===== src/rtl/line_stream_pkg.sv =====
package line_stream_pkg;

  localparam int LINE_BYTES = 64;
  localparam int LINE_OFS_W = $clog2(LINE_BYTES);

  typedef enum logic [2:0] {
    SLOT_FREE,
    SLOT_NEED_PF,
    SLOT_WAIT_ACK,
    SLOT_NEED_FETCH,
    SLOT_WAIT_DATA,
    SLOT_HAVE_DATA,
    SLOT_RETIRE
  } slotState_e;

  typedef enum logic [1:0] {
    CMD_PREFETCH = 2'd0,
    CMD_FETCH    = 2'd1,
    CMD_DONE     = 2'd2
  } cmdKind_e;

  // strobes from control to datapath
  typedef struct packed {
    logic take;   // load a new request
    logic alloc;  // write next line into a slot
    logic fill;   // store response data into a slot
  } dpStrobes_t;

endpackage


===== src/rtl/line_stream_ctrl.sv =====
module line_stream_ctrl
  import line_stream_pkg::*;
#(
  parameter int MAX_LINES = 4,
  parameter int LINES_W   = 8,
  localparam int SLOT_W   = $clog2(MAX_LINES),
  localparam int COUNT_W  = $clog2(MAX_LINES + 1)
) (
  input  logic               clk,
  input  logic               rstN,
  input  logic               reqValid,
  output logic               reqReady,
  input  logic [LINES_W-1:0] reqLines,
  output logic               cmdValid,
  input  logic               cmdReady,
  output cmdKind_e           cmdKind,
  output logic [SLOT_W-1:0]  cmdSlot,
  input  logic               rspValid,
  output logic               rspReady,
  input  logic               rspKind,
  input  logic [SLOT_W-1:0]  rspSlot,
  output logic               cplValid,
  input  logic               cplReady,
  output dpStrobes_t         strobes,
  output logic [SLOT_W-1:0]  allocSlot,
  output logic               allocLast,
  output logic [SLOT_W-1:0]  headSlot,
  output logic [COUNT_W-1:0] lineOcc
);

  slotState_e slotState [MAX_LINES];
  logic [SLOT_W-1:0]  headPtr, tailPtr;
  logic [COUNT_W-1:0] occ;
  logic               splitting;
  logic [LINES_W-1:0] linesLeft;

  logic               holdValid;
  cmdKind_e           holdKind;
  logic [SLOT_W-1:0]  holdSlot;

  logic               fetchFound, pfFound, doneCand;
  logic [SLOT_W-1:0]  fetchSlot, pfSlot;
  logic               take, alloc, cmdFire, cplFire, ackHit, dataHit;

  assign reqReady  = !splitting;
  assign take      = reqValid && !splitting;
  assign alloc     = splitting && (occ < COUNT_W'(MAX_LINES));
  assign allocSlot = tailPtr;
  assign allocLast = (linesLeft == LINES_W'(1));
  assign headSlot  = headPtr;
  assign lineOcc   = occ;

  assign rspReady  = 1'b1;
  assign ackHit    = rspValid && !rspKind && (slotState[rspSlot] == SLOT_WAIT_ACK);
  assign dataHit   = rspValid &&  rspKind && (slotState[rspSlot] == SLOT_WAIT_DATA);

  assign cplValid  = (slotState[headPtr] == SLOT_HAVE_DATA);
  assign cplFire   = cplValid && cplReady;
  assign doneCand  = (slotState[headPtr] == SLOT_RETIRE);

  assign strobes.take  = take;
  assign strobes.alloc = alloc;
  assign strobes.fill  = dataHit;

  // oldest-first scan for lines waiting on a command
  always_comb begin
    logic [SLOT_W-1:0] idx;
    fetchFound = 1'b0;
    fetchSlot  = '0;
    pfFound    = 1'b0;
    pfSlot     = '0;
    for (int i = 0; i < MAX_LINES; i++) begin
      idx = headPtr + SLOT_W'(i);
      if (!fetchFound && slotState[idx] == SLOT_NEED_FETCH) begin
        fetchFound = 1'b1;
        fetchSlot  = idx;
      end
      if (!pfFound && slotState[idx] == SLOT_NEED_PF) begin
        pfFound = 1'b1;
        pfSlot  = idx;
      end
    end
  end

  // a stalled command is frozen in the hold registers
  always_comb begin
    cmdValid = 1'b1;
    cmdKind  = CMD_PREFETCH;
    cmdSlot  = pfSlot;
    if (holdValid) begin
      cmdKind = holdKind;
      cmdSlot = holdSlot;
    end else if (doneCand) begin
      cmdKind = CMD_DONE;
      cmdSlot = headPtr;
    end else if (fetchFound) begin
      cmdKind = CMD_FETCH;
      cmdSlot = fetchSlot;
    end else if (!pfFound) begin
      cmdValid = 1'b0;
    end
  end

  assign cmdFire = cmdValid && cmdReady;

  always_ff @(posedge clk or negedge rstN) begin
    if (!rstN) begin
      for (int i = 0; i < MAX_LINES; i++) slotState[i] <= SLOT_FREE;
      headPtr   <= '0;
      tailPtr   <= '0;
      occ       <= '0;
      splitting <= 1'b0;
      linesLeft <= '0;
      holdValid <= 1'b0;
      holdKind  <= CMD_PREFETCH;
      holdSlot  <= '0;
    end else begin
      if (take) begin
        splitting <= 1'b1;
        linesLeft <= reqLines;
      end
      if (alloc) begin
        slotState[tailPtr] <= (occ == '0) ? SLOT_NEED_FETCH : SLOT_NEED_PF;
        tailPtr   <= tailPtr + 1'b1;
        linesLeft <= linesLeft - 1'b1;
        if (allocLast) splitting <= 1'b0;
      end
      if (cmdFire) begin
        case (cmdKind)
          CMD_PREFETCH: slotState[cmdSlot] <= SLOT_WAIT_ACK;
          CMD_FETCH:    slotState[cmdSlot] <= SLOT_WAIT_DATA;
          default:      slotState[cmdSlot] <= SLOT_FREE;
        endcase
      end
      if (ackHit)  slotState[rspSlot] <= SLOT_NEED_FETCH;
      if (dataHit) slotState[rspSlot] <= SLOT_HAVE_DATA;
      if (cplFire) slotState[headPtr] <= SLOT_RETIRE;
      if (cmdFire && cmdKind == CMD_DONE) headPtr <= headPtr + 1'b1;
      occ <= occ + COUNT_W'(alloc) - COUNT_W'(cmdFire && cmdKind == CMD_DONE);
      if (cmdFire) begin
        holdValid <= 1'b0;
      end else if (cmdValid) begin
        holdValid <= 1'b1;
        holdKind  <= cmdKind;
        holdSlot  <= cmdSlot;
      end
    end
  end

endmodule


===== src/rtl/line_stream_dp.sv =====
module line_stream_dp
  import line_stream_pkg::*;
#(
  parameter int ADDR_W    = 32,
  parameter int LEN_W     = 12,
  parameter int TAG_W     = 8,
  parameter int DATA_W    = 64,
  parameter int MAX_LINES = 4,
  parameter int LINES_W   = 8,
  localparam int SLOT_W   = $clog2(MAX_LINES),
  localparam int LADDR_W  = ADDR_W - LINE_OFS_W,
  localparam int SPAN_W   = LEN_W + 1
) (
  input  logic               clk,
  input  logic               rstN,
  input  dpStrobes_t         strobes,
  input  logic [ADDR_W-1:0]  reqAddr,
  input  logic [LEN_W-1:0]   reqLen,
  input  logic [TAG_W-1:0]   reqTag,
  output logic [LINES_W-1:0] reqLines,
  input  logic [SLOT_W-1:0]  allocSlot,
  input  logic               allocLast,
  input  logic [SLOT_W-1:0]  rspSlot,
  input  logic [DATA_W-1:0]  rspData,
  input  logic [SLOT_W-1:0]  cmdSlot,
  input  logic [SLOT_W-1:0]  headSlot,
  output logic [ADDR_W-1:0]  cmdAddr,
  output logic [TAG_W-1:0]   cplTag,
  output logic [DATA_W-1:0]  cplData,
  output logic               cplLast
);

  logic [LADDR_W-1:0] nextLine;
  logic [TAG_W-1:0]   curTag;
  logic [LADDR_W-1:0] lineAddr [MAX_LINES];
  logic [TAG_W-1:0]   lineTag  [MAX_LINES];
  logic               lineLast [MAX_LINES];
  logic [DATA_W-1:0]  lineData [MAX_LINES];
  logic [SPAN_W-1:0]  lastByte;

  // offset of the request's final byte from the first line's base
  always_comb begin
    lastByte = SPAN_W'(reqAddr[LINE_OFS_W-1:0]);
    if (reqLen != '0) lastByte = lastByte + SPAN_W'(reqLen) - 1'b1;
    reqLines = LINES_W'(lastByte >> LINE_OFS_W) + 1'b1;
  end

  always_ff @(posedge clk or negedge rstN) begin
    if (!rstN) begin
      nextLine <= '0;
      curTag   <= '0;
    end else if (strobes.take) begin
      nextLine <= reqAddr[ADDR_W-1:LINE_OFS_W];
      curTag   <= reqTag;
    end else if (strobes.alloc) begin
      nextLine <= nextLine + 1'b1;
    end
  end

  always_ff @(posedge clk) begin
    if (strobes.alloc) begin
      lineAddr[allocSlot] <= nextLine;
      lineTag[allocSlot]  <= curTag;
      lineLast[allocSlot] <= allocLast;
    end
    if (strobes.fill) lineData[rspSlot] <= rspData;
  end

  assign cmdAddr = {lineAddr[cmdSlot], {LINE_OFS_W{1'b0}}};
  assign cplTag  = lineTag[headSlot];
  assign cplData = lineData[headSlot];
  assign cplLast = lineLast[headSlot];

endmodule


===== src/rtl/line_stream_reader.sv =====
module line_stream_reader
  import line_stream_pkg::*;
#(
  parameter int ADDR_W    = 32,
  parameter int LEN_W     = 12,
  parameter int TAG_W     = 8,
  parameter int DATA_W    = 64,
  parameter int MAX_LINES = 4
) (
  input  logic                         clk,
  input  logic                         rstN,
  input  logic                         reqValid,
  output logic                         reqReady,
  input  logic [ADDR_W-1:0]            reqAddr,
  input  logic [LEN_W-1:0]             reqLen,
  input  logic [TAG_W-1:0]             reqTag,
  output logic                         cmdValid,
  input  logic                         cmdReady,
  output logic [1:0]                   cmdKind,
  output logic [$clog2(MAX_LINES)-1:0] cmdSlot,
  output logic [ADDR_W-1:0]            cmdAddr,
  input  logic                         rspValid,
  output logic                         rspReady,
  input  logic                         rspKind,
  input  logic [$clog2(MAX_LINES)-1:0] rspSlot,
  input  logic [DATA_W-1:0]            rspData,
  output logic                         cplValid,
  input  logic                         cplReady,
  output logic [TAG_W-1:0]             cplTag,
  output logic [DATA_W-1:0]            cplData,
  output logic                         cplLast
);

  localparam int SLOT_W  = $clog2(MAX_LINES);
  localparam int COUNT_W = $clog2(MAX_LINES + 1);
  localparam int LINES_W = LEN_W - LINE_OFS_W + 2;

  dpStrobes_t         strobes;
  logic [LINES_W-1:0] reqLines;
  logic [SLOT_W-1:0]  allocSlot, headSlot;
  logic               allocLast;
  logic [COUNT_W-1:0] lineOcc;
  cmdKind_e           cmdKindE;

  assign cmdKind = cmdKindE;

  line_stream_ctrl #(.MAX_LINES(MAX_LINES), .LINES_W(LINES_W)) i_ctrl (
    .clk, .rstN, .reqValid, .reqReady, .reqLines,
    .cmdValid, .cmdReady, .cmdKind(cmdKindE), .cmdSlot,
    .rspValid, .rspReady, .rspKind, .rspSlot,
    .cplValid, .cplReady, .strobes, .allocSlot, .allocLast, .headSlot, .lineOcc
  );

  line_stream_dp #(
    .ADDR_W(ADDR_W), .LEN_W(LEN_W), .TAG_W(TAG_W), .DATA_W(DATA_W),
    .MAX_LINES(MAX_LINES), .LINES_W(LINES_W)
  ) i_dp (
    .clk, .rstN, .strobes, .reqAddr, .reqLen, .reqTag, .reqLines,
    .allocSlot, .allocLast, .rspSlot, .rspData, .cmdSlot, .headSlot,
    .cmdAddr, .cplTag, .cplData, .cplLast
  );

endmodule


===== config.mk =====
export PLATFORM = sky130hd
export DESIGN_NAME = line_stream_reader
export DESIGN_NICKNAME = d
export VERILOG_FILES = /design/src/rtl/line_stream_pkg.sv /design/src/rtl/line_stream_ctrl.sv /design/src/rtl/line_stream_dp.sv /design/src/rtl/line_stream_reader.sv
export SDC_FILE = /design/constraint.sdc
export NUM_CORES = 1
export LEC_CHECK = 0
export BUFFER_PORTS_ARGS = -buffer_cell sky130_fd_sc_hd__clkbuf_2
export CORE_ASPECT_RATIO = 1.1
export CORE_MARGIN = 3
export CORE_UTILIZATION = 41
export DETAILED_ROUTE_END_ITERATION = 16
export SKIP_CTS_REPAIR_TIMING = 1
export SLEW_MARGIN = 20
export SYNTH_ARGS = -nofsm -noshare
export SYNTH_HDL_FRONTEND = slang
export SYNTH_SLANG_ARGS = --single-unit

===== constraint.sdc =====
create_clock -name clk -period 6.3 [get_ports clk]
set_input_delay 1.26 -clock clk [delete_from_list [all_inputs] [get_ports clk]]
set_output_delay 1.26 -clock clk [all_outputs]
set_load 0.02 [all_outputs]

**Word level (Yosys, flattened, before mapping)**

Memory sizes are Yosys's and may differ from the RTL's.
Cells that the tools add are included.

- Add/sub/neg operators: 11
- Magnitude comparators: 12
- Equality and inequality tests: 15
- Muxes and demuxes: 71
- Bitwise logic cells: 25
- Reduce and logical (&&, ||, !) cells: 33

Operators by type and width:

| operator | count |
|---|---|
| two-way mux 12 bit | 5 |
| two-way mux 26 bit | 2 |
| two-way mux 3 bit | 14 |
| binary-select mux 3 bit (select 2 bit) | 5 |
| two-way mux 2 bit | 14 |
| adder 26 x 1 -> 26 bit, second input constant | 1 |
| demux 3 bit (select 2 bit) | 4 |
| bitwise OR 8 bit | 3 |
| one-hot mux 12 bit (2 select lines) | 1 |
| two-way mux 1 bit | 22 |
| greater-or-equal comparator 3 bit, second input constant | 7 |
| NOT 2 -> 3 bit | 7 |
| logical AND 1 bit | 19 |
| bitwise AND 8 bit | 2 |
| two-way mux 8 bit | 2 |
| NOT 8 bit | 2 |
| equality test 3 x 2 -> 1 bit, second input constant | 5 |
| adder 6 x 12 -> 13 bit | 1 |
| two-way mux 13 bit | 1 |
| subtractor 13 x 1 -> 13 bit, second input constant | 1 |
| bitwise AND 12 bit | 1 |
| bitwise AND 4 bit | 3 |
| bitwise mux 12 bit | 1 |
| equality test 3 x 1 -> 1 bit, second input constant | 4 |
| other kinds (22) | 40 |

- Register bits after elaboration: 67
- Memory bits (writable): 396
- Bits of input ports: 125
- Memories kept: 4

Memories:

| memory | words | width | read ports | clocked after memory_dff | write ports | line | RTL |
|---|---|---|---|---|---|---|---|
| i_dp.lineData | 4 | 64 | 1 | 0 | 1 | line_stream_dp.sv:38 | `logic [DATA_W-1:0] lineData [MAX_LINES];` |
| i_dp.lineAddr | 4 | 26 | 1 | 0 | 1 | line_stream_dp.sv:35 | `logic [LADDR_W-1:0] lineAddr [MAX_LINES];` |
| i_dp.lineTag | 4 | 8 | 1 | 0 | 1 | line_stream_dp.sv:36 | `logic [TAG_W-1:0] lineTag [MAX_LINES];` |
| i_dp.lineLast | 4 | 1 | 1 | 0 | 1 | line_stream_dp.sv:37 | `logic lineLast [MAX_LINES];` |

**Depth between registers and ports, before layout**

- Depth after elaboration: 33
- Mapped depth: 18
- Mapped depth without buffers: 18

**Cells and area by module**

From an unflattened synthesis, not the netlist that was laid out.

- Cells, all modules: 1139
- Area total of the unflattened synthesis: 19698.9 µm²

By module, submodules not included:

| module | times used | cells each | area an instance (µm²) | sequential area each (µm²) |
|---|---|---|---|---|
| line_stream_dp | 1 | 838 | 16896.2 | 12742.2 |
| line_stream_ctrl | 1 | 301 | 2802.7 | 825.8 |

**Least setup slack after synthesis**

Ideal clock, no wire load.

- Path kind: in2reg
- Start point: input rspSlot[1]
- End point: memory i_dp.lineData[3][0], enable pin
- Setup time: 0.491 ns
- Data arrival time: 5.164 ns
- Slack: 0.645 ns
- Stages on the path: 5
- Buffers on the path: 1
- Path through: clkbuf_1 -> mux4_2 -> nor2b_1 -> nand4b_1 -> nor2_1

- Longest elaborated chain between the ends: 8

RTL lines:

| what | line | RTL |
|---|---|---|
| start: declaration | line_stream_reader.sv:25 | `input logic [$clog2(MAX_LINES)-1:0] rspSlot,` |
| NOT 2 -> 3 bit (not written as such) | line_stream_ctrl.sv:55 | `assign dataHit = rspValid && rspKind && (slotState[rspSlot] == SLOT_WAIT_DATA);` |
| binary-select mux 3 bit (select 2 bit) | line_stream_ctrl.sv:55 |  |
| two-way mux 3 bit (not written as such) (2 in series) | line_stream_ctrl.sv:55 |  |
| equality test 3 bit | line_stream_ctrl.sv:55 |  |
| logical AND 1 bit | line_stream_ctrl.sv:55 |  |
| two-way mux 1 bit | line_stream_dp.sv:66 | `if (strobes.fill) lineData[rspSlot] <= rspData;` |
| two-way mux 1 bit (not written as such) | line_stream_dp.sv:66 |  |
| end: declaration | line_stream_dp.sv:38 |  |

Parallel ways exist; a longest one is shown, timed or not. The select of a mux whose other input is x is not followed.

**Worst setup path after layout**

- Start point: register i_ctrl.headPtr[1], in the netlist i_ctrl.headSlot[1]
- End point: output cmdAddr[7]

- Longest elaborated chain between the ends: 19
- Elaborated cells on any way between the ends: 59

RTL lines:

| what | line | RTL |
|---|---|---|
| start: declaration | line_stream_ctrl.sv:32 | `logic [SLOT_W-1:0] headPtr, tailPtr;` |
| start signal: assignment | line_stream_ctrl.sv:138 | `if (cmdFire && cmdKind == CMD_DONE) headPtr <= headPtr + 1'b1;` |
| parallel branches: the longest is 16 deep, another holds adder 2 x 1 -> 2 bit | n/a |  |
| two-way mux 2 bit (*) | line_stream_ctrl.sv:93 | `end else if (doneCand) begin` |
| two-way mux 2 bit (*) | line_stream_ctrl.sv:90 | `if (holdValid) begin` |
| memory (4 x 26 bit) (*) | n/a |  |
| end: declaration | line_stream_reader.sv:21 | `output logic [ADDR_W-1:0] cmdAddr,` |

Mark *: on every way between the ends. The select of a mux whose other input is x is not followed.

==> metrics.md <==
| Metric | Value |
|---|---|
| Status | finished clean |
| Cells after Synth | approximately 1.2k |
| Worst path cell trace | inv_1, ha_1, mux4_2, inv_1, o211ai_1, a211oi_1, o21ai_0, a31o_2, inv_1, buf_4, a211oi_1, a21oi_1, clkbuf_2 |
| Synthesis warning total | 0 |
| Drt pass-1 iters | 5 |
| Final core occ | 0.493 |
| Most common cell after layout, fill and taps aside | edfxtp_1 |
| Tightest Pin Transition | roughly 1.0 ns |
| Final non-filler cell total | approximately 2.1k |
| Routed wire per std cell | 20.2 um |
| Nets | 1623 |
| Pleak | 8.43 nW |
| Relative slew slack | 0.329 |
| Die Footprint | between 0.05 and 0.06 mm^2 |
| Top_reg_cell synth | edfxtp_1 |
| Max_cap viols | 0 |
| Hold WC Path Type | flip-flop to flip-flop |
| Mean number of vias per cell | approximately 5.3 |
| Worst path arrival time | approximately 4.4 ns |
| Worst Setup Start Kind | flip-flop |
| Top cell by count, worst path | inv_1 |
| Fin crit share | 0.893 |
| CP max-delay cell | dfrtp_4 |
| FILL cells | 4088 |
| Initial Util | 0.418 |
| CTS tree | built |
| Layout area overhead | 17.9% |
| Skew-Pair Late Insertion Delay | 0.58 ns |
| Worst-path fanout max | 29 |
| I/O Buffers | 230 |
| Mapped Area | 0.0196 mm^2 |
| Number of distinct library cells after synthesis | just over 80 |
| HPWL after DPL | 27600 um |
| CTS buffer count | 48 |
| Hold Vio Cnt, Final | 0 |
| Async SR Flop Fraction | 0.145 |
| # IOs | between 200 and 250 |
| VDD IR max | about 500 uV |
| GPL Wtd Cong | 0.809 |
| Global-route wire length before repair | about 68000 um |
| Vias in the first global route | about 12k |
| CTS sink cnt | 463 |
| Routed Antenna Nets | 0 |
| H-tree levels | 2 |
| Vias | ~11k |
| Core area | 0.0469 mm^2 |
| CP delay by family, top | compound AO/OA/AOI/OAI gates |
| Fin area | approximately 0.023 mm^2 |
| # rows | 83 |
| Final setup violation count | 0 |
| Clock buffer depth | 3 |
| # DRC | 0 |
| FF+latch count, synth | around 460 |
| Max Clock Freq | 178 MHz |
| Layout cell share with drive strength beyond 1 | 0.291 |
| WL final | ~43000 um |
| Grt ovf | 0 |
| Die height | around 240 um |
| RSZ-0062 raised after global routing | false |
| Drt initial violations | between 800 and 900 |
| Syn_area_per_cell | 16.1 um^2 |
| Seq/Total Area, Yosys | 0.692 |
| Critical Path End Type | output port |
| Min Clock Period, post-route | around 5.6 ns |
| Gr usage total | 0.172 |
| Total Neg Setup Slack | 0 ns |
| Post-DP Area | between 0.02 and 0.025 mm^2 |
| Initial antenna violation count | 3 |
| Cells after DPL | around 2.1k |
| Clk_skew | around 0.016 ns |
| PD cells | between 500 and 600 mW/mm^2 |
| Clock input transition at the sequential cells of the worst setup and hold paths | approximately 0.060 ns |
| Most frequent cells in the layout | 396 x edfxtp_1, 229 x clkbuf_2, 95 x nand2_1 |
| Slowest stage delay, CP | ~0.7 ns |
| Slew Limit Fails | 0 |
| CP Buf/Inv Count | 5 |
| EDFF count, synth | 396 |
| Clk root buf | clkbuf_16 |
| Worst endpoint required time | 5.04 ns |
| Pin count of the biggest net entering global routing | 65 |
| Pwr Total | around 0.013 W |
| WS Path Type | flip-flop to output port |
| Die width | ~210 um |
[synthesized netlist by cell type (8+ instances only)]
| cell | number | area (um^2) |
|---|---|---|
| buf_4 | 8 | 60.1 |
| xnor2_1 | 26 | 228 |
| o21ai_0 | 45 | 225 |
| nor3_1 | 11 | 55.1 |
| nand3_1 | 24 | 120 |
| nand2b_1 | 9 | 56.3 |
| a21oi_1 | 46 | 230 |
| mux4_2 | 84 | 1890 |
| nand2_1 | 95 | 357 |
| nor2_1 | 44 | 165 |
| clkbuf_1 | 24 | 90.1 |
| buf_2 | 12 | 60.1 |
| nor2b_1 | 10 | 62.6 |
| mux2i_1 | 33 | 330 |
| edfxtp_1 | 396 | 11900 |
| inv_1 | 52 | 195 |
| and2_1 | 24 | 150 |
| xor2_1 | 16 | 140 |
| nand4_1 | 12 | 75.1 |
| buf_1 | 10 | 37.5 |
| ha_1 | 32 | 400 |
| a211oi_1 | 32 | 240 |
| dfrtp_1 | 67 | 1680 |
[per-layer routing]
metal | share of wire | vias up | global-route usage | routed length [um]
met5 | 0.00051 | - | 0 | 22
met4 | 0.022 | 4 | 0.0432 | 942
met3 | 0.065 | 72 | 0.0440 | 2790
met2 | 0.49 | 324 | 0.288 | 21000
met1 | 0.43 | 5718 | 0.227 | 18400
li1 | - | 5182 | - | -
[kinds of logic (layout without fill, tap and decap cells)]
kind of cell,count (synthesis),count (layout),synth area share
DFF,463,463,0.692
and+or+nand+nor,274,274,0.0706
AOI/OAI and AO/OA,169,169,0.0561
muxes,122,122,0.116
buffers and inverters,111,393,0.0247
xor gates and xnor gates,42,42,0.0188
adders and majority gates,33,33,0.0214
other,2,8,0.000383
[through the flow]
stage	hold WS (ns)	worst slack, ns
after floorplan	0.453	0.645
after global routing	0.537	0.313
after global placement	0.474	1.35
after detailed placement	0.487	1.26
final	0.490	0.677
after CTS	0.499	0.611
[area by class of cell]
class	count	area [um^2]	share of cell area
multi-input combinational	647	5600	0.242
antenna	1	2.50	0.000108
clock inverter	31	343	0.0148
tap	637	797	0.0345
clock buffer	57	1270	0.0548
timing repair buffer	251	1330	0.0577
inverter	54	203	0.00877
sequential	463	13600	0.587
[power by group]
part / internal (W) / total [W] / switching (W)
Sequential: 0.00402 / 0.00449 / 0.000470
Clock: 0.00172 / 0.00288 / 0.00115
Combinational: 0.00206 / 0.00549 / 0.00343
[registers in the layout (all words and copies together) (netlist names), 3 cells and up]
| signal | count |
|---|---|
| i_dp.lineData | 256 |
| i_dp.lineAddr | 104 |
| i_dp.lineTag | 32 |
| i_dp.nextLine | 26 |
| i_ctrl.slotState | 12 |
| i_ctrl.linesLeft | 8 |
| i_dp.curTag | 8 |
| i_dp.lineLast | 4 |
| i_ctrl.lineOcc | 3 |
[worst paths after layout]
| path | end | cells past startpoint | slack (ns) | from |
|---|---|---|---|---|
| worst min register to register | i_ctrl.lineOcc[2] | 1 | 0.49 | i_ctrl.lineOcc[2] |
| min in group asynchronous | i_dp.nextLine[10] | 1 | 0.72 | rstN |
| max in group asynchronous | i_ctrl.headSlot[0] | 2 | 4.48 | rstN |
| worst max-delay path | cmdAddr[7] | 13 | 0.68 | i_ctrl.headSlot[1] |
| worst min-delay path | i_ctrl.lineOcc[2] | 1 | 0.49 | i_ctrl.lineOcc[2] |
| worst max register to register | i_ctrl.lineOcc[2] | 16 | 1.80 | i_ctrl.headSlot[1] |
No activity file was read; power rests on OpenSTA's default activity.
